[src/rtl/csdm_pkg.sv]
`timescale 1ns/1ps
package csdm_pkg;

  typedef enum logic {ST_IDLE, ST_RUN} ctrlState_t;

  // Strobes from the control unit to the datapath.
  typedef struct packed {
    logic load;    // capture operands and recoded digits, clear accumulator
    logic step;    // consume the lowest nonzero digit
    logic finish;  // register product, rounded result and flag
  } ctrlStrobes_t;

endpackage

[src/rtl/csdm_recoder.sv]
`timescale 1ns/1ps
// Carry-chain recoder: unsigned value -> minimal signed-digit string.
module csdm_recoder #(
  parameter int SIG_W = 24
) (
  input  logic [SIG_W-1:0] mplier,
  output logic [SIG_W:0]   digNz,   // digit i is nonzero
  output logic [SIG_W:0]   digNeg   // digit i is -1 (only when nonzero)
);
  localparam int DIG_W = SIG_W + 1;

  logic [SIG_W+1:0] xExt;
  logic [DIG_W-1:0] carry;

  assign xExt     = {2'b00, mplier};
  assign carry[0] = 1'b0;

  for (genvar g = 0; g < DIG_W; g++) begin : gDigit
    assign digNz[g]  = xExt[g] ^ carry[g];
    assign digNeg[g] = digNz[g] & xExt[g+1];
    if (g < DIG_W - 1) begin : gCarry
      assign carry[g+1] = digNz[g] ? xExt[g+1] : xExt[g];
    end
  end
endmodule

[src/rtl/csdm_round.sv]
`timescale 1ns/1ps
// Normalize by at most one place and round to nearest, ties to even.
module csdm_round #(
  parameter int SIG_W = 24
) (
  input  logic [2*SIG_W-1:0] prod,
  output logic [SIG_W-1:0]   rounded,
  output logic               expInc
);
  localparam int PW = 2 * SIG_W;

  logic             topSet, guardBit, stickyBit, roundUp;
  logic [SIG_W-1:0] keep;
  logic [SIG_W:0]   sum;

  always_comb begin
    topSet    = prod[PW-1];
    keep      = topSet ? prod[PW-1:SIG_W]   : prod[PW-2:SIG_W-1];
    guardBit  = topSet ? prod[SIG_W-1]      : prod[SIG_W-2];
    stickyBit = topSet ? (|prod[SIG_W-2:0]) : (|prod[SIG_W-3:0]);
    roundUp   = guardBit & (stickyBit | keep[0]);
    sum       = {1'b0, keep} + (SIG_W+1)'(roundUp);
    if (sum[SIG_W]) begin
      rounded = {1'b1, {(SIG_W-1){1'b0}}};
      expInc  = 1'b1;
    end else begin
      rounded = sum[SIG_W-1:0];
      expInc  = topSet;
    end
  end
endmodule

[src/rtl/csdm_datapath.sv]
`timescale 1ns/1ps
module csdm_datapath
  import csdm_pkg::*;
#(
  parameter int SIG_W = 24
) (
  input  logic                 clk,
  input  logic                 rstN,
  input  ctrlStrobes_t         strobes,
  input  logic [SIG_W-1:0]     mcand,
  input  logic [SIG_W:0]       digNz,
  input  logic [SIG_W:0]       digNeg,
  output logic                 maskEmpty,
  output logic [2*SIG_W-1:0]   product,
  output logic [SIG_W-1:0]     rounded,
  output logic                 expInc
);
  localparam int DIG_W = SIG_W + 1;
  localparam int PW    = 2 * SIG_W;
  localparam int IDX_W = $clog2(DIG_W);

  logic [PW-1:0]    posM, negM, acc, partial, shifted;
  logic [DIG_W-1:0] nzMask, negMask, pick;
  logic [IDX_W-1:0] idx;
  logic             pickNeg;
  logic [SIG_W-1:0] rndOut;
  logic             rndInc;

  // Shift control: lowest remaining nonzero digit, its sign and weight.
  always_comb begin
    pick = nzMask & (~nzMask + DIG_W'(1));
    idx  = '0;
    for (int i = 0; i < DIG_W; i++) begin
      if (pick[i]) idx = IDX_W'(i);
    end
    pickNeg = |(pick & negMask);
    partial = pickNeg ? negM : posM;
    shifted = partial << idx;
  end

  assign maskEmpty = ~|nzMask;

  csdm_round #(.SIG_W(SIG_W)) u_round (
    .prod    (acc),
    .rounded (rndOut),
    .expInc  (rndInc)
  );

  always_ff @(posedge clk or negedge rstN) begin
    if (!rstN) begin
      posM    <= '0;
      negM    <= '0;
      acc     <= '0;
      nzMask  <= '0;
      negMask <= '0;
      product <= '0;
      rounded <= '0;
      expInc  <= 1'b0;
    end else begin
      if (strobes.load) begin
        posM    <= {{SIG_W{1'b0}}, mcand};
        negM    <= ~{{SIG_W{1'b0}}, mcand} + PW'(1);
        acc     <= '0;
        nzMask  <= digNz;
        negMask <= digNeg;
      end else if (strobes.step) begin
        acc    <= acc + shifted;
        nzMask <= nzMask & ~pick;
      end
      if (strobes.finish) begin
        product <= acc;
        rounded <= rndOut;
        expInc  <= rndInc;
      end
    end
  end
endmodule

[src/rtl/csdm_ctrl.sv]
`timescale 1ns/1ps
module csdm_ctrl
  import csdm_pkg::*;
(
  input  logic         clk,
  input  logic         rstN,
  input  logic         start,
  input  logic         maskEmpty,
  output ctrlStrobes_t strobes,
  output logic         done
);
  ctrlState_t state, stateNext;

  always_comb begin
    strobes   = '0;
    stateNext = state;
    case (state)
      ST_IDLE: if (start) begin
        strobes.load = 1'b1;
        stateNext    = ST_RUN;
      end
      ST_RUN: if (maskEmpty) begin
        strobes.finish = 1'b1;
        stateNext      = ST_IDLE;
      end else begin
        strobes.step = 1'b1;
      end
      default: stateNext = ST_IDLE;
    endcase
  end

  always_ff @(posedge clk or negedge rstN) begin
    if (!rstN) begin
      state <= ST_IDLE;
      done  <= 1'b0;
    end else begin
      state <= stateNext;
      done  <= strobes.finish;
    end
  end
endmodule

[src/rtl/csdm_mult.sv]
`timescale 1ns/1ps
module csdm_mult
  import csdm_pkg::*;
#(
  parameter int SIG_W = 24
) (
  input  logic                 clk,
  input  logic                 rstN,
  input  logic                 start,
  input  logic [SIG_W-1:0]     mcand,
  input  logic [SIG_W-1:0]     mplier,
  output logic [2*SIG_W-1:0]   product,
  output logic [SIG_W-1:0]     rounded,
  output logic                 expInc,
  output logic                 done
);
  ctrlStrobes_t strobes;
  logic         maskEmpty;
  logic [SIG_W:0] recNz, recNeg;

  csdm_recoder #(.SIG_W(SIG_W)) u_recoder (
    .mplier (mplier),
    .digNz  (recNz),
    .digNeg (recNeg)
  );

  csdm_ctrl u_ctrl (
    .clk       (clk),
    .rstN      (rstN),
    .start     (start),
    .maskEmpty (maskEmpty),
    .strobes   (strobes),
    .done      (done)
  );

  csdm_datapath #(.SIG_W(SIG_W)) u_dp (
    .clk       (clk),
    .rstN      (rstN),
    .strobes   (strobes),
    .mcand     (mcand),
    .digNz     (recNz),
    .digNeg    (recNeg),
    .maskEmpty (maskEmpty),
    .product   (product),
    .rounded   (rounded),
    .expInc    (expInc)
  );
endmodule

[config.mk]
export PLATFORM = sky130hd
export DESIGN_NAME = csdm_mult
export DESIGN_NICKNAME = d
export VERILOG_FILES = /design/src/rtl/csdm_pkg.sv /design/src/rtl/csdm_recoder.sv /design/src/rtl/csdm_round.sv /design/src/rtl/csdm_datapath.sv /design/src/rtl/csdm_ctrl.sv /design/src/rtl/csdm_mult.sv
export SDC_FILE = /design/constraint.sdc
export NUM_CORES = 1
export LEC_CHECK = 0
export BUFFER_PORTS_ARGS = -buffer_cell sky130_fd_sc_hd__clkbuf_2
export CAP_MARGIN = 20
export CORE_MARGIN = 1.5
export CORE_UTILIZATION = 40
export DETAILED_ROUTE_END_ITERATION = 16
export GPL_ROUTABILITY_DRIVEN = 0
export GPL_TIMING_DRIVEN = 0
export PLACE_DENSITY = 0.64
export RECOVER_POWER = 25
export SLEW_MARGIN = 10
export SYNTH_ARGS = -nofsm -noshare
export SYNTH_HDL_FRONTEND = slang
export SYNTH_SLANG_ARGS = --single-unit
[constraint.sdc]
create_clock -name clk -period 7.1 [get_ports clk]
set_clock_uncertainty 0.2 [all_clocks]
set_input_delay 0.71 -clock clk [delete_from_list [all_inputs] [get_ports clk]]
set_output_delay 0.71 -clock clk [all_outputs]
set_load 0.02 [all_outputs]
==> key figures <==
Floorplan
  – Die ar.: 0.0418 mm²
  – Die W: 204 µm
  – Row Count: 73
  – Core Area: 0.0399 mm²
  – Die height: 204 µm
  – Initial Utilization: 0.407
  – Io pins: 125

Worst setup path
  – Delay-heaviest family, CP: compound AO/OA/AOI/OAI gates
  – Crit path max fanout: 10
  – Data arrival, critical path: 7.14 ns
  – Worst path required time: 7.31 ns
  – CP Launch Point: u_dp.nzMask[3]$_DFFE_PN0P_
  – Critical path class: reg -> reg
  – CP Cell Sequence: nor4_4 -> and4_1 -> a21oi_1 -> a211oi_4 -> buf_6 -> buf_4 -> nor2_1 -> a21oi_1 -> mux2i_1 -> or2_1 -> nor2_1 -> ha_1 -> o21ai_1 -> a21oi_1 -> o41ai_2 -> a31oi_1 -> a221o_1 -> a21o_1 -> a21oi_1 -> o21ai_1 -> a311oi_1 -> xor2_1 -> o21ai_0
  – Slowest stage cell, crit path: a211oi_4
  – Crit path buf inv count: 2
  – CP max stage delay: 0.62 ns
  – Endpoint class of the critical path: flop
  – Crit-path most repeated cell: a21oi_1
  – Worst reg2reg path startpoint: u_dp.nzMask[3]$_DFFE_PN0P_
  – Startpoint Class: flop

Clock network
  – TritonCTS Buffers: 28
  – CTS Root Cell: clkbuf_16
  – Sink Count: 234
  – Max H-tree Level: 1
  – Worst skew pair latency: 0.57 ns
  – CTS clk-pin slew, worst paths: 0.06 ns
  – CTS max path bufs: 3
  – CTS tree: built

Synthesis
  – Net Count, Synth: 2090
  – Synth cell types: 81
  – Top post-synthesis cells by area: dfrtp_1 36%, nand2_1 11%, mux2i_1 7.2%
  – Top cell type's share of synthesized area: 0.361
  – Register area share after synthesis: 0.361
  – EDFF count, synth: 0
  – Synth Cell Area: 0.0162 mm²
  – Yosys reg bits: 234
  – Ys Warns: 0
  – Avg Inst Size Synth: 8.17 µm²
  – Gate count of the mapped netlist: 1987
  – Area leader, netlist: dfrtp_1
  – Main flop type after synthesis: dfrtp_1
  – Ys async rst share: 1.00

Outcome
  – Status: complete, but fails checks
  – Violated checks: max-capacitance violations, max-slew violations

STA
  – Fmax: 144 MHz
  – Hold Fails Final Rpt: 0
  – Rel. slew slack: -1.21
  – Max-slew violations: 136
  – Period utilisation layout: 0.976
  – Hold slack: 0.191 ns
  – Crit path time final: 6.93 ns
  – Worst slew pin tran: 3.32 ns
  – RSZ-0062 raised after global routing: true
  – Final setup violation count: 0

GRT
  – Gr usage total: 0.241
  – Pin count of the biggest net entering global routing: 102
  – Initial antenna violation count: 0
  – First-pass GRT wire length: 80.6 mm
  – GRT overflow: 0
  – Vias in the first global route: 14500

Routing
  – Vias per inst: 5.68
  – Drt first pass iters: 6
  – Post-DRT Antenna Nets: 0
  – WL final: 50.2 mm
  – Via Count: 15300
  – Residual DRC: 0
  – DR WL/cell: 18.7 µm
  – DRT iter0 DRCs: 1410

Job
  – Max Cap Viol: 2

Cells and area
  – Antenna fix cells: 0
  – Synth-to-layout area growth: 14.6%
  – Final nets: 2247
  – # fillers: 3939
  – Share of post-route cells with drive strength above 1: 0.116

Placed design
  – IO buf count: 123
  – DP HPWL: 38.4 mm

Worst hold path
  – Hold Path Class: in -> reg
  – Min-delay src: mcand[19]
## metrics by stage
step                      utilization  area, µm²  worst slack, ns  TNS [ns]  cells
after floorplan                     -      16200             1.56         0   1987
after global routing            0.466      18600          -0.0403   -0.0403   2688
final                           0.466      18600            0.173         0   2688
after CTS                       0.466      18600           0.0180         0   2687
after detailed placement        0.440      17600           0.0688         0   2637
after global placement          0.438      17500            0.181         0   2635
## sequential cells by signal (all words and copies together), names as in the netlist
name,flops
u_dp.acc,48
u_dp.product,48
u_dp.negM,40
u_dp.nzMask,25
u_dp.rounded,24
u_dp.negMask,23
u_dp.posM,23
u_ctrl.done,1
u_ctrl.state,1
u_dp.expInc,1
## cell usage in the layout (no fill, tap or decap), drive strengths merged, types with 7 or more instances in the layout
master  count
nand2     461
clkbuf    236
dfrtp     234
o21ai     195
mux2i     117
nor2      115
a21oi     110
nand3      69
xor2       54
ha         51
a21o       45
buf        42
xnor2      41
inv        36
mux2       29
o22ai      22
nor2b      21
nand2b     20
and2       19
a211oi     19
nor3       18
nor4       18
o211ai     15
o21a       13
nand4      13
a31oi      13
o31ai      12
or3        11
o21bai     11
and3        8
bufinv      7
## cell families (layout without fill, tap and decap cells)
group,after synthesis,after routing,synth area share
xor gates and xnor gates,95,95,0.0513
and+or+nand+nor,789,789,0.214
AOI/OAI and AO/OA,518,518,0.199
adders and majority gates,52,52,0.0406
muxes,148,148,0.0953
DFF,234,234,0.361
buffers and inverters,151,327,0.0393
## routing by layer
| metal | vias to the layer above | share of wire | track usage |
|---|---|---|---|
| met1 | 7221 | 0.46 | 0.340 |
| met4 | 0 | 0.041 | 0.0930 |
| met3 | 131 | 0.063 | 0.0309 |
| met2 | 583 | 0.44 | 0.374 |
| li1 | 7325 | - | - |
| met5 | - | 0 | 0 |
## final timing paths
path | endpoint | slack (ns) | depth (start not counted)
min in group asynchronous | u_dp.product[6]$_DFFE_PN0P_ | 1.60 | 2
worst min register to register | u_dp.product[28]$_DFFE_PN0P_ | 0.27 | 2
max in group asynchronous | u_dp.nzMask[6]$_DFFE_PN0P_ | 1.72 | 4
worst min-delay path | u_dp.posM[19]$_DFFE_PN0P_ | 0.19 | 3
worst max register to register | u_dp.acc[46]$_DFFE_PN0P_ | 0.17 | 23
worst max-delay path | u_dp.acc[46]$_DFFE_PN0P_ | 0.17 | 23
## repair_timing
action,in CTS,in global routing
hold endpoints to repair,63,0
buffers inserted,0,1
endpoints found under the setup margin,0,10
gates resized for setup,0,8
hold buffers,1,0
## layout make-up
cell class,instances,area [µm²],share of cell area
Timing Repair Buffer,127,662,0.0356
Clock buffer,38,779,0.0419
Sequential cell,234,5860,0.315
Multi-Input combinational cell,1602,9770,0.525
Tap cell,525,657,0.0353
Clock inverter,11,233,0.0125
Inverter,37,139,0.00747
Buffer,114,500,0.0269
## worst reg2reg max path: cells and delay by family, from the launching register on
kind / cells / cell delay [ns]
AND/OR/NAND/NOR: 5 / 1.23
XOR/XNOR: 1 / 0.18
buffers and inverters: 2 / 0.50
multiplexers: 1 / 0.24
AO/OA/AOI/OAI: 13 / 3.69
adder cells (fa/ha/maj): 1 / 0.28
flip-flops: 1 / 0.45
## cell usage after synthesis, drive strengths merged, types with 5 or more instances
cell type	instances
o21ai	195
xor2	54
nand2	461
o31ai	12
nand2b	20
dfrtp	234
nor2b	21
inv	36
and3	8
a31oi	13
nor4	18
and2	19
o221ai	5
buf	40
xnor2	41
nand4	13
or3	11
a211oi	19
a21oi	110
nor2	115
o211ai	15
o21bai	11
mux2i	117
a22oi	5
o311ai	5
nor3	18
clkbuf	74
nand3	69
a211o	5
mux2	29
a21o	45
ha	51
o22ai	22
o21a	13
Power is left out: the tool's default activity adds up to more than one toggle a clock period on the data nets, which glitch-free logic cannot reach.
